File: config.mk
export PLATFORM = sky130hd
export DESIGN_NAME = cds_relu_counter
export DESIGN_NICKNAME = d
export VERILOG_FILES = /design/src/rtl/cds_relu_pkg.sv /design/src/rtl/cds_comp_sync.sv /design/src/rtl/cds_window_ctrl.sv /design/src/rtl/cds_updown_acc.sv /design/src/rtl/cds_relu_latch.sv /design/src/rtl/cds_relu_counter.sv
export SDC_FILE = /design/constraint.sdc
export NUM_CORES = 1
export LEC_CHECK = 0
export BUFFER_PORTS_ARGS = -buffer_cell sky130_fd_sc_hd__buf_2
export CORE_MARGIN = 1.5
export CORE_UTILIZATION = 62
export DETAILED_ROUTE_END_ITERATION = 8
export PLACE_DENSITY_LB_ADDON = 0.2
export SYNTH_ARGS = -nofsm -noshare
export SYNTH_HDL_FRONTEND = slang
export SYNTH_HIERARCHICAL = 1
export SYNTH_SLANG_ARGS = --single-unit
File: constraint.sdc
create_clock -name clk -period 6 [get_ports clk]
set_clock_uncertainty 0.2 [all_clocks]
set_input_delay 0.6 -clock clk [delete_from_list [all_inputs] [get_ports clk]]
set_output_delay 0.6 -clock clk [all_outputs]
set_load 0.05 [all_outputs]
File: src/rtl/cds_relu_pkg.sv
package cds_relu_pkg;

   typedef enum logic [0:0] {
      ST_IDLE  = 1'b0,
      ST_ARMED = 1'b1
   } cds_state_e;

endpackage

File: src/rtl/cds_comp_sync.sv
module cds_comp_sync #(
   parameter int unsigned STAGES = 2
) (
   input  logic clk,
   input  logic rst_n,
   input  logic comp_in,
   output logic comp_q
);

   generate
      if (STAGES < 1) begin : g_bad_depth
         $error("cds_comp_sync: STAGES must be at least 1");
      end

      if (STAGES == 1) begin : g_single
         logic q;
         always_ff @(posedge clk or negedge rst_n) begin
            if (!rst_n) q <= 1'b0;
            else        q <= comp_in;
         end
         assign comp_q = q;
      end else begin : g_chain
         logic [STAGES-1:0] chain;
         always_ff @(posedge clk or negedge rst_n) begin
            if (!rst_n) chain <= '0;
            else        chain <= {chain[STAGES-2:0], comp_in};
         end
         assign comp_q = chain[STAGES-1];
      end
   endgenerate

endmodule

File: src/rtl/cds_window_ctrl.sv
module cds_window_ctrl #(
   parameter int unsigned DATA_W = 8,
   parameter int unsigned CNT_W  = DATA_W + 1
) (
   input  logic             clk,
   input  logic             rst_n,
   input  logic             armed,
   input  logic             ramp_active,
   input  logic             phase_down,
   input  logic             comp_q,
   output logic             count_en,
   output logic             count_dir,
   output logic             close_down,
   output logic             win_open,
   output logic             stopped,
   output logic [CNT_W-1:0] win_cnt
);

   localparam logic [CNT_W-1:0] WIN_LEN = CNT_W'(1) << DATA_W;

   logic             ramp_prev;
   logic             win_q;
   logic             dir_q;
   logic             stop_q;
   logic [CNT_W-1:0] cnt_q;
   logic             start;
   logic             close;

   // A window opens only on a rising ramp, so a capped window cannot reopen
   // while the ramp is still high.
   assign start = armed & ramp_active & ~ramp_prev & ~win_q;
   assign close = win_q & (~ramp_active | (cnt_q == WIN_LEN));

   assign count_en   = win_q & ~close & ~stop_q & ~comp_q;
   assign count_dir  = dir_q;
   assign close_down = close & dir_q;
   assign win_open   = win_q;
   assign stopped    = stop_q;
   assign win_cnt    = cnt_q;

   always_ff @(posedge clk or negedge rst_n) begin
      if (!rst_n) begin
         ramp_prev <= 1'b0;
         win_q     <= 1'b0;
         dir_q     <= 1'b0;
         stop_q    <= 1'b0;
         cnt_q     <= '0;
      end else begin
         ramp_prev <= ramp_active;
         if (start) begin
            win_q  <= 1'b1;
            dir_q  <= phase_down;
            stop_q <= 1'b0;
            cnt_q  <= '0;
         end else if (close) begin
            win_q <= 1'b0;
         end else if (win_q) begin
            cnt_q <= cnt_q + 1'b1;
            if (comp_q) stop_q <= 1'b1;
         end
      end
   end

endmodule

File: src/rtl/cds_updown_acc.sv
module cds_updown_acc #(
   parameter int unsigned ACC_W = 10
) (
   input  logic                    clk,
   input  logic                    rst_n,
   input  logic                    load,
   input  logic signed [ACC_W-1:0] load_val,
   input  logic                    step_en,
   input  logic                    step_down,
   output logic signed [ACC_W-1:0] acc
);

   localparam logic signed [ACC_W-1:0] ACC_MAX = {1'b0, {(ACC_W-1){1'b1}}};
   localparam logic signed [ACC_W-1:0] ACC_MIN = {1'b1, {(ACC_W-1){1'b0}}};

   always_ff @(posedge clk or negedge rst_n) begin
      if (!rst_n) begin
         acc <= '0;
      end else if (load) begin
         acc <= load_val;
      end else if (step_en) begin
         if (step_down) begin
            if (acc != ACC_MIN) acc <= acc - 1'b1;
         end else begin
            if (acc != ACC_MAX) acc <= acc + 1'b1;
         end
      end
   end

endmodule

File: src/rtl/cds_relu_latch.sv
module cds_relu_latch #(
   parameter int unsigned DATA_W = 8,
   parameter int unsigned ACC_W  = DATA_W + 2
) (
   input  logic                    clk,
   input  logic                    rst_n,
   input  logic                    latch_en,
   input  logic signed [ACC_W-1:0] acc,
   output logic [DATA_W-1:0]       result,
   output logic                    result_valid
);

   localparam logic signed [ACC_W-1:0] TOP_CODE = ACC_W'((64'd1 << DATA_W) - 64'd1);

   logic [DATA_W-1:0] clamped;

   always_comb begin
      if (acc[ACC_W-1])        clamped = '0;
      else if (acc > TOP_CODE) clamped = '1;
      else                     clamped = acc[DATA_W-1:0];
   end

   always_ff @(posedge clk or negedge rst_n) begin
      if (!rst_n) begin
         result       <= '0;
         result_valid <= 1'b0;
      end else begin
         result_valid <= latch_en;
         if (latch_en) result <= clamped;
      end
   end

endmodule

File: src/rtl/cds_relu_counter.sv
module cds_relu_counter
   import cds_relu_pkg::*;
#(
   parameter int unsigned DATA_W      = 8,
   parameter int unsigned SYNC_STAGES = 2
) (
   input  logic              clk,
   input  logic              rst_n,
   input  logic              preset_load,
   input  logic [DATA_W:0]   preset_value,
   input  logic              ramp_active,
   input  logic              phase_down,
   input  logic              comp_in,
   output logic [DATA_W-1:0] result,
   output logic              result_valid
);

   localparam int unsigned ACC_W = DATA_W + 2;
   localparam int unsigned CNT_W = DATA_W + 1;

   generate
      if (DATA_W < 2 || DATA_W > 24) begin : g_bad_width
         $error("cds_relu_counter: DATA_W out of range 2..24");
      end
      if (SYNC_STAGES < 1 || SYNC_STAGES > 4) begin : g_bad_sync
         $error("cds_relu_counter: SYNC_STAGES out of range 1..4");
      end
   endgenerate

   cds_state_e              state_q;
   logic                    st_idle;
   logic                    load_accept;
   logic                    comp_q;
   logic                    count_en;
   logic                    count_dir;
   logic                    latch_en;
   logic                    win_open;
   logic                    stopped;
   logic [CNT_W-1:0]        win_cnt;
   logic signed [ACC_W-1:0] preset_ext;
   logic signed [ACC_W-1:0] acc;

   assign st_idle     = (state_q == ST_IDLE);
   assign load_accept = st_idle & preset_load;
   assign preset_ext  = {{(ACC_W-DATA_W-1){preset_value[DATA_W]}}, preset_value};

   always_ff @(posedge clk or negedge rst_n) begin
      if (!rst_n)           state_q <= ST_IDLE;
      else if (load_accept) state_q <= ST_ARMED;
      else if (latch_en)    state_q <= ST_IDLE;
   end

   cds_comp_sync #(.STAGES(SYNC_STAGES)) u_sync (
      .clk     (clk),
      .rst_n   (rst_n),
      .comp_in (comp_in),
      .comp_q  (comp_q)
   );

   cds_window_ctrl #(.DATA_W(DATA_W), .CNT_W(CNT_W)) u_win (
      .clk         (clk),
      .rst_n       (rst_n),
      .armed       (~st_idle),
      .ramp_active (ramp_active),
      .phase_down  (phase_down),
      .comp_q      (comp_q),
      .count_en    (count_en),
      .count_dir   (count_dir),
      .close_down  (latch_en),
      .win_open    (win_open),
      .stopped     (stopped),
      .win_cnt     (win_cnt)
   );

   cds_updown_acc #(.ACC_W(ACC_W)) u_acc (
      .clk       (clk),
      .rst_n     (rst_n),
      .load      (load_accept),
      .load_val  (preset_ext),
      .step_en   (count_en),
      .step_down (count_dir),
      .acc       (acc)
   );

   cds_relu_latch #(.DATA_W(DATA_W), .ACC_W(ACC_W)) u_out (
      .clk          (clk),
      .rst_n        (rst_n),
      .latch_en     (latch_en),
      .acc          (acc),
      .result       (result),
      .result_valid (result_valid)
   );

endmodule

# Yosys cells after proc, flatten, opt, wreduce, memory -nomap -nowiden

Cells that the tools add are included.
W data, S select, Z words.

Bits in registers: 35
Bits in latches: 0
RAM bits: 0
ROM bits: 0
Output and inout bits: 9
Word-level logic and storage cells: 63
Memories kept: 0

Add/sub/neg operators: 3
Multipliers: 0
Divide/modulo/power cells: 0
$lt $le $gt $ge: 1
Equality and inequality tests: 5
Shifts and indexed selects: 0
Muxes and demuxes: 18
Bitwise gates (word level): 17
Reduce and logical (&&, ||, !) cells: 9

Operators with widths:

| kind                    | number |
|---|---|
| $mux W10                | 5 |
| $mux W9                 | 3 |
| $ne A10 B10 Y1 const B  | 2 |
| $mux W8                 | 2 |
| $add A10 B1 Y10 const B | 1 |
| $gt A10 B9 Y1 const B   | 1 |
| $reduce_bool A2 Y1      | 5 |
| $sub A10 B1 Y10 const B | 1 |
| $add A9 B1 Y9 const B   | 1 |
| $and A1 B1 Y1           | 9 |
| $eq A9 B9 Y1 const B    | 1 |
| $mux W1                 | 8 |
| $not A1 Y1              | 7 |
| $reduce_and A3 Y1       | 2 |
| $ne A3 B2 Y1 const B    | 1 |
| $reduce_bool A3 Y1      | 1 |
| $ne A2 B1 Y1 const B    | 1 |
| $reduce_and A2 Y1       | 1 |
| $or A1 B1 Y1            | 1 |

# Depth between registers and ports, before layout

Gate-level depths: netlist (run 1).

Depth after elaboration: 9
Mapped depth: 9

# Modules after synthesis

The synthesis (run 1) kept the hierarchy.

Modules (own cells, without submodules):

| module           | instances | cells each | area an instance (sq um) | sequential area each (sq um) |
|---|---|---|---|---|
| cds_updown_acc   | 1         | 113        | 999.7                    | 250.2 |
| cds_window_ctrl  | 1         | 69         | 658.1                    | 325.3 |
| cds_relu_latch   | 1         | 37         | 381.6                    | 225.2 |
| cds_comp_sync    | 1         | 2          | 50.0                     | 50.0 |
| cds_relu_counter | 1         | 4          | 40.0                     | 25.0 |

# Least setup slack after synthesis (run 1)

No wires, ideal clock.

Kind: register to register
From: register u_win.dir_q (netlist: u_win/count_dir)
To: register u_acc.acc[9]
Arrival time: 1946 ps
Data required time: 5668 ps
Path slack: 3722 ps
Cell stages (with the launch flop): 8
Buffers on the path: 1
Cells stage by stage: dfrtp_1 > ha_1 > buf_6 > a41o_1 > a221oi_2 > o21ai_1 > a2111oi_2 > nand3_1

Longest elaborated chain between the ends: 3
Elaborated cells between the ends (all ways): 6
Classes of those cells: eq/ne: 1; mux: 3; reduce/logical: 2

Ends and longest elaborated chain:

| element                | RTL line              | RTL |
|---|---|---|
| start, declared        | cds_window_ctrl.sv:23 | `logic dir_q;` |
| start signal, assigned | cds_window_ctrl.sv:52 | `dir_q <= phase_down;` |
| $mux W10               | cds_updown_acc.sv:22  | `if (step_down) begin` |
| $mux W10               | cds_updown_acc.sv:21  | `end else if (step_en) begin` |
| $mux W10               | cds_updown_acc.sv:19  | `end else if (load) begin` |
| end signal, assigned   | cds_updown_acc.sv:20  | `acc <= load_val;` |
| end signal, assigned   | cds_updown_acc.sv:23  | `if (acc != ACC_MIN) acc <= acc - 1'b1;` |
| end signal, assigned   | cds_updown_acc.sv:25  | `if (acc != ACC_MAX) acc <= acc + 1'b1;` |
| end, declared          | cds_updown_acc.sv:10  | `output logic signed [ACC_W-1:0] acc` |

Parallel ways exist; a longest one is shown, timed or not. The select of a mux whose other input is x is not followed.
A chain may end at the register's enable or synchronous reset.

# Worst setup path in the final report (run 1)

From: register u_win.cnt_q[0] (netlist: u_win/win_cnt[0])
To: register u_acc.acc[1]

Longest elaborated chain between the ends: 9

Ends and longest elaborated chain:

| element                      | RTL line               | RTL |
|---|---|---|
| start, declared              | cds_window_ctrl.sv:25  | `logic [CNT_W-1:0] cnt_q;` |
| start signal, assigned       | cds_window_ctrl.sv:58  | `cnt_q <= cnt_q + 1'b1;` |
| $eq A9 B9 Y1                 | cds_window_ctrl.sv:32  | `assign close = win_q & (~ramp_active \| (cnt_q == WIN_LEN));` |
| $or A1 B1 Y1                 | cds_window_ctrl.sv:32  |  |
| $and A1 B1 Y1                | cds_window_ctrl.sv:32  |  |
| $not A1 Y1                   | cds_window_ctrl.sv:34  | `assign count_en = win_q & ~close & ~stop_q & ~comp_q;` |
| $and A1 B1 Y1 (3 in series)  | cds_window_ctrl.sv:34  |  |
| net count_en                 | cds_relu_counter.sv:34 | `logic count_en;` |
| $reduce_bool A2 Y1 (no line) | -                      |  |
| $reduce_and A3 Y1 (no line)  | -                      |  |

The timed path passes the listed nets, and every way through them passes these cells.

==> metrics.cfg, run 1 <==
[power]
ir_worst_vdd_mv=0.265
p_clk_share_pct=12.9
p_seq_share_pct=35.9
p_int_mw=0.611
p_leak_nw=1.02
p_switching_mw=0.531
pwr-share-comb_pct=51.2
power_density_nw_per_um2=494
switching_share_pct=46.5

[place]
placed_area_um2=2250
dpl.hpwl_um=3010
gp_congestion=0.831
port_buffers=23

[finish]
drive_gt1_share_pct=16.1
finalInstanceArea_um2=2310
seq_area_um2=876
num_antenna_cells=0
nFillCells=280
fin_nets=273
multiInputGateArea_um2=1130
syn_to_final_growth_pct=8.70

[synth]
synth_xor_xnor_area_share_pct=2.47
synth_area_leaders=dfrtp_1, ha_1, mux2i_1
synthMostInstantiatedCell=dfrtp_1
synth_compound_area_share_pct=17.7
syn_inst=225
synth.distinct_cells=49
synth_top_family_by_area=simple AND/OR/NAND/NOR gates
synth_common_cells=dfrtp_1, inv_1, nand2_1, nand3_1, a21oi_1
ys_ff_latch=35
yosys.area_share.simple_pct=21.7
ys_warn_count=6
syn_nets=251
synthMuxAreaShare_pct=4.29
avgSynthCellArea_um2=9.46
seq_area_frac_synth_pct=41.1
ys.flop_type=dfrtp_1
synth.top_cell.area_share_pct=41.1
synth_area_um2=2130
synthAdderAreaFrac_pct=6.82
synth_area_leader_cell=dfrtp_1
synth-edff-count=0
postSynth.asyncResetShare_pct=100

[cts]
clock_sink_count=35
cts_buffers=5
ctsHtreeMaxLevel=2
clk_pin_slew_worst_paths_ns=0.11
cts_setup_buffers=0
cts-root-buf=clkbuf_4
cts_hold_buf=0
clkLatencyLatePin_ns=0.35
cts_resized=0
clock_path_buffers=2
cts_tree=done

[floorplanning]
io_pins=24
die_width_um=61.6
initial_core_util_pct=64.3
row_count=21
core_um2=3310
die-area_um2=3800
die_h_um=61.6

[global_route]
grt.total_usage_pct=24.1
antenna_found_initial=0
grt_pass1_wl_um=6770
grt_pass1_vias=1461
grt_max_degree=36
grt-ovfl-total=0

[drt]
ant_nets=0
vias_per_cell=5.94
wl_per_cell_um=14.1
drt_wl_total_um=4140
routed-via-count=1745
firstDrtPassIters=4
drc=0
drt_iter0_drc=127

[sta]
tns_ns=0
finalSetupViolations=0
worstMarginPinSlew_ns=1.26
fin_crit_ns=2.62
relSlewSlack_pct=16.0
fin_crit_sh_pct=43.7
hold_viol_final=0
max_freq_mhz=382
rsz0062_at_grt=no
report.final.slew_viol_count=0

[outcome]
status=complete, no violations

[setup_path]
critPathLaunchType=flop
cp.arrival_ns=2.61
end_kind=flop
path_class=flop to flop
cp.required_ns=5.99
crit_fanout=11

[run]
cap_violations=0

[hold_path]
hold_path.class=input port to async pin

## worst max-delay path, stage by stage (launching register included)
cell	delay, ns
dfrtp_1	0.46
inv_1	0.07
ha_1	0.23
a41o_2	0.27
nor3_1	0.23
o31a_1	0.21
and2_1	0.46
mux2i_1	0.25
o21ai_0	0.09
## metrics by stage
stage	total power [mW]	setup WS, ns	util [%]	std cells	hold slack, ns
detailed placement	0.993	3.21	67.8	286	0.137
global placement	0.981	3.22	67.8	286	0.136
global route	1.24	3.17	69.9	294	0.143
CTS	1.14	3.41	69.9	294	0.125
floorplan	0.873	3.72	-	225	0.104
finish	1.14	3.38	69.9	294	0.0941
## power groups by stage
stage	Combinational, mW	Clock [mW]	Sequential (mW)
3_5_place_dp	0.578	0	0.415
2_1_floorplan	0.398	0	0.475
4_1_cts	0.582	0.149	0.409
5_1_grt	0.654	0.158	0.426
3_3_place_gp	0.569	0	0.412
6_report	0.585	0.147	0.411
## registers in the layout, summed over array words and instances (netlist names)
register and flops:
state_q 1, u_acc/acc 10, u_out/result 8, u_out/result_valid 1
u_sync/g_chain.chain 2, u_win/count_dir 1, u_win/ramp_prev 1, u_win/stopped 1
u_win/win_cnt 9, u_win/win_open 1
## cell type report
cell class              count  area share, %
clock buffers               8           2.97
inverters                  18           2.92
multi-input cells         164           48.8
flip-flops and latches     35           37.8
well taps                  46           2.49
repair buffers             23           4.97
## cell usage in the layout (no fill, tap or decap), types with 2 or more instances in the layout
cell type   n
nor4b_1     2
nor4_1      2
xor2_1      3
o31ai_1     3
clkbuf_8    2
dfrtp_1    35
a21oi_1    14
o21ai_1     3
nand4b_1    3
nand3_1    15
mux2i_1     8
or3_1       4
o2111ai_1   5
buf_2      23
o21ai_0    10
a21o_1      2
nand2b_1    2
o22ai_1     7
ha_1       10
inv_1      18
clkbuf_4    5
nor2b_1     4
nand2_1    18
o21bai_1    2
nand4bb_1   2
nor2_1     12
xnor2_1     3
and2_1      3
nand4_1     3
nor3_1      5
## path summary, 6_finish.rpt
check	startpoint	to	slack, ns	depth (start not counted)
hold / removal	rst_n	u_win/win_cnt[3]	0.09	1
max in group asynchronous	rst_n	u_win/count_dir	5.01	1
setup / recovery	u_win/win_cnt[0]	u_acc/acc[1]	3.38	8
setup reg to reg	u_win/win_cnt[0]	u_acc/acc[1]	3.38	8
hold reg to reg	u_sync/g_chain.chain[0]	u_sync/g_chain.chain[1]	0.16	0
min in group clk	u_sync/g_chain.chain[0]	u_sync/g_chain.chain[1]	0.16	0
## kinds of logic (layout without fill, tap and decap cells)
logic type / Yosys count / count (layout)
mux: 9 / 9
xor+xnor: 6 / 6
flops: 35 / 35
fa+ha+maj: 11 / 11
simple gates: 83 / 83
compound gates: 55 / 55
buf+inv: 26 / 49
## routing by layer
| metal | share of wire [%] | wire (um) | GRT usage [%] | vias to the layer above |
|---|---|---|---|---|
| met1 | 48 | 1990 | 34.7 | 832 |
| met2 | 46 | 1920 | 35.2 | 41 |
| li1 | - | - | - | 866 |
| met4 | 1.5 | 64 | 8.51 | 0 |
| met5 | 0 | 0 | 0 | - |
| met3 | 4.0 | 164 | 6.09 | 6 |
(Power assumes the default switching activity.)
==> inputs of run 2 (changes only) <==
--- a/config.mk
+++ b/config.mk
@@ -7,7 +7,7 @@
 export LEC_CHECK = 0
 export BUFFER_PORTS_ARGS = -buffer_cell sky130_fd_sc_hd__buf_2
 export CORE_MARGIN = 1.5
-export CORE_UTILIZATION = 62
+export CORE_UTILIZATION = 58
 export DETAILED_ROUTE_END_ITERATION = 8
 export PLACE_DENSITY_LB_ADDON = 0.2
 export SYNTH_ARGS = -nofsm -noshare
==> constraint.sdc (replaced) <==
create_clock -name clk -period 2.58 [get_ports clk]
set_clock_uncertainty 0.2 [all_clocks]
set_input_delay 0.258 -clock clk [delete_from_list [all_inputs] [get_ports clk]]
set_output_delay 0.258 -clock clk [all_outputs]
set_load 0.05 [all_outputs]
==> metrics.cfg, run 2 (synthesized netlist as in run 1, its figures left out) <==
[finish]
multiInputGateArea_um2=1140  ; +0.55%
final_common_cell=dfrtp_1
mostFrequentLayoutCells=dfrtp_1, buf_2, nand2_1, inv_1, nand3_1
syn_to_final_growth_pct=17.3
drive_gt1_share_pct=18.4  ; +2.2 points
seq_area_um2=877  ; +0.14%
top_register=u_acc/acc
num_antenna_cells=0  ; unchanged
fin_nets=293  ; +7.3%
final-instance-count-excl-fill=313  ; +6.5%
utilization_pct=73.1  ; +3.2 points
nFillCells=267  ; -4.6%
largest_reg_flops=10  ; unchanged

[setup_path]
startpoint=ramp_active
end_kind=flop
cp.arrival_ns=2.50  ; -0.11 ns
crit_family=buffers and inverters
slowest_stage=dlygate4sd3_1
cp.required_ns=2.60  ; -3.39 ns
reg2reg_from=u_win/win_cnt[5]
critical-path-max-stage-delay_ns=0.53  ; +0.07 ns
crit_fanout=8  ; -3
cp_num_buf_inv=3  ; +2
path_class=input port to flop
critPathLaunchType=input port
crit_chain=dlygate4sd3_1 > clkbuf_4 > nand2_2 > a41o_2 > nor3_2 > o31a_1 > and2_2 > buf_4 > mux2i_1 > o21ai_0

[sta]
relSlewSlack_pct=48.3  ; +32 points
finalSetupViolations=0  ; unchanged
fin_crit_ns=2.48
rsz0062_at_grt=yes
max_freq_mhz=403
hold_viol_final=0  ; unchanged
worst_slack_ns=0.101  ; -3.28 ns
report.final.slew_viol_count=0  ; unchanged
worstMarginPinSlew_ns=0.775  ; -0.483 ns
fin_crit_sh_pct=96.1

[floorplanning]
row_count=21  ; unchanged
initial_core_util_pct=62.3  ; -2.0 points
die_h_um=63.6  ; +3.2%
io_pins=24  ; unchanged
die-area_um2=4040  ; +6.6%
die_width_um=63.6  ; +3.2%
core_um2=3420  ; +3.2%

[cts]
clock_path_buffers=2  ; unchanged
cts_tree=done
cts-root-buf=clkbuf_4
ctsHtreeMaxLevel=2  ; unchanged
cts_setup_buffers=0  ; unchanged
cts_buffers=5  ; unchanged
clk_pin_slew_worst_paths_ns=0.10  ; about the same
clock_sink_count=35  ; unchanged
clkLatencyLatePin_ns=0.35  ; about the same

[power]
p_leak_nw=1.11  ; +8.5%
pwr-share-comb_pct=54.1  ; +2.9 points
p_clk_share_pct=11.4  ; -1.5 points
switching_share_pct=47.0  ; +0.46 points
power_mw=2.69  ; +140%
p_int_mw=1.42  ; +130%
p_switching_mw=1.26  ; +140%
ir_worst_vdd_mv=0.662  ; +150%
power_density_nw_per_um2=1080  ; +120%
p_seq_share_pct=34.5  ; -1.4 points

[outcome]
status=complete, no violations

[drt]
drc=0  ; unchanged
drt_iter0_drc=198  ; +56%
wl_per_cell_um=15.0  ; +6.8%
ant_nets=0  ; unchanged
drt_wl_total_um=4710  ; +14%
vias_per_cell=5.89  ; -0.69%
firstDrtPassIters=7  ; +3
routed-via-count=1845  ; +5.7%

[global_route]
antenna_found_initial=0  ; unchanged
grt_pass1_wl_um=8010  ; +18%
grt.total_usage_pct=25.7  ; +1.6 points
grt-ovfl-total=0  ; unchanged
grt_max_degree=36  ; unchanged
grt_pass1_vias=1702  ; +16%

[hold_path]
min_from=u_sync/g_chain.chain[0]
hold_path.class=flop to flop

[place]
dpl.hpwl_um=3270  ; +8.6%
dp_slack_ns=0.146  ; -3.06 ns
gp_congestion=0.834  ; +0.36%
port_buffers=23  ; unchanged
dp.cells=292  ; +2.1%

[run]
cap_violations=0  ; unchanged

run 2: cell types whose count changed in the layout (fill, tap and decap cells not counted), sizes merged:
| cell | delta |
|---|---|
| buf | +5 |
| dlygate4sd3 | +14 |
| clkbuf | -1 |
| clkinv | +1 |
run 2: final cells by class:
| class | instances | area share [%] |
|---|---|---|
| repair buffers | 43 | 12.1 |
| inverters | 18 | 2.71 |
| clock buffers | 6 | 2.05 |
| flip-flops and latches | 35 | 35.1 |
| well taps | 46 | 2.30 |
| multi-input cells | 164 | 45.5 |
| clock inverters | 1 | 0.200 |
run 2: power by group through the flow:
stage / logic, mW / registers (mW) / clock network, mW
after floorplan: 0.926 / 1.11 / 0
after global placement: 1.39 / 0.921 / 0
after detailed placement: 1.42 / 0.932 / 0
after CTS: 1.44 / 0.919 / 0.314
after global routing: 1.60 / 0.952 / 0.346
final: 1.45 / 0.927 / 0.306
run 2: final timing paths:
check | slack, ns | cells after the start | endpoint
max in group asynchronous | 1.33 | 2 | u_win/count_dir
setup reg to reg | 0.14 | 8 | u_acc/acc[4]
hold / removal | 0.16 | 0 | u_sync/g_chain.chain[1]
setup / recovery | 0.10 | 10 | u_acc/acc[4]
hold reg to reg | 0.16 | 0 | u_sync/g_chain.chain[1]
min in group asynchronous | 0.32 | 2 | u_win/win_cnt[5]
run 2: worst register-to-register path, delay by kind of cell (launching register included):
family,cells,cell delay (ns)
muxes,1,0.14
DFF,1,0.43
buffers and inverters,1,0.18
and+or+nand+nor,3,0.72
AOI/OAI and AO/OA,3,0.68
run 2: repair_timing:
action / 4_1_cts / 5_1_grt
endpoints found under the hold margin: 48 / 0
hold buffers: 14 / 0
resized for setup: 0 / 4
endpoints found under the setup margin: 0 / 8
run 2: layer usage:
layer  wire length, um  share of wire (%)  vias to the layer above  track usage (%)
li1                  -                  -                      904                -
met5                 0                  0                        -                0
met4                62                1.3                        0             9.78
met3               289                6.1                        4             5.54
met2              2210                 47                       67             40.3
met1              2140                 45                      870             34.9
run 2: per-stage QoR:
| stage | cell area, um^2 | hold slack, ns | setup TNS, ns |
|---|---|---|---|
| floorplan | 2130 | -0.238 | 0 |
| global placement | 2290 | 0.133 | 0 |
| detailed placement | 2290 | 0.142 | 0 |
| CTS | 2490 | 0.165 | 0 |
| global route | 2500 | 0.182 | -0.0200 |
| finish | 2500 | 0.160 | 0 |
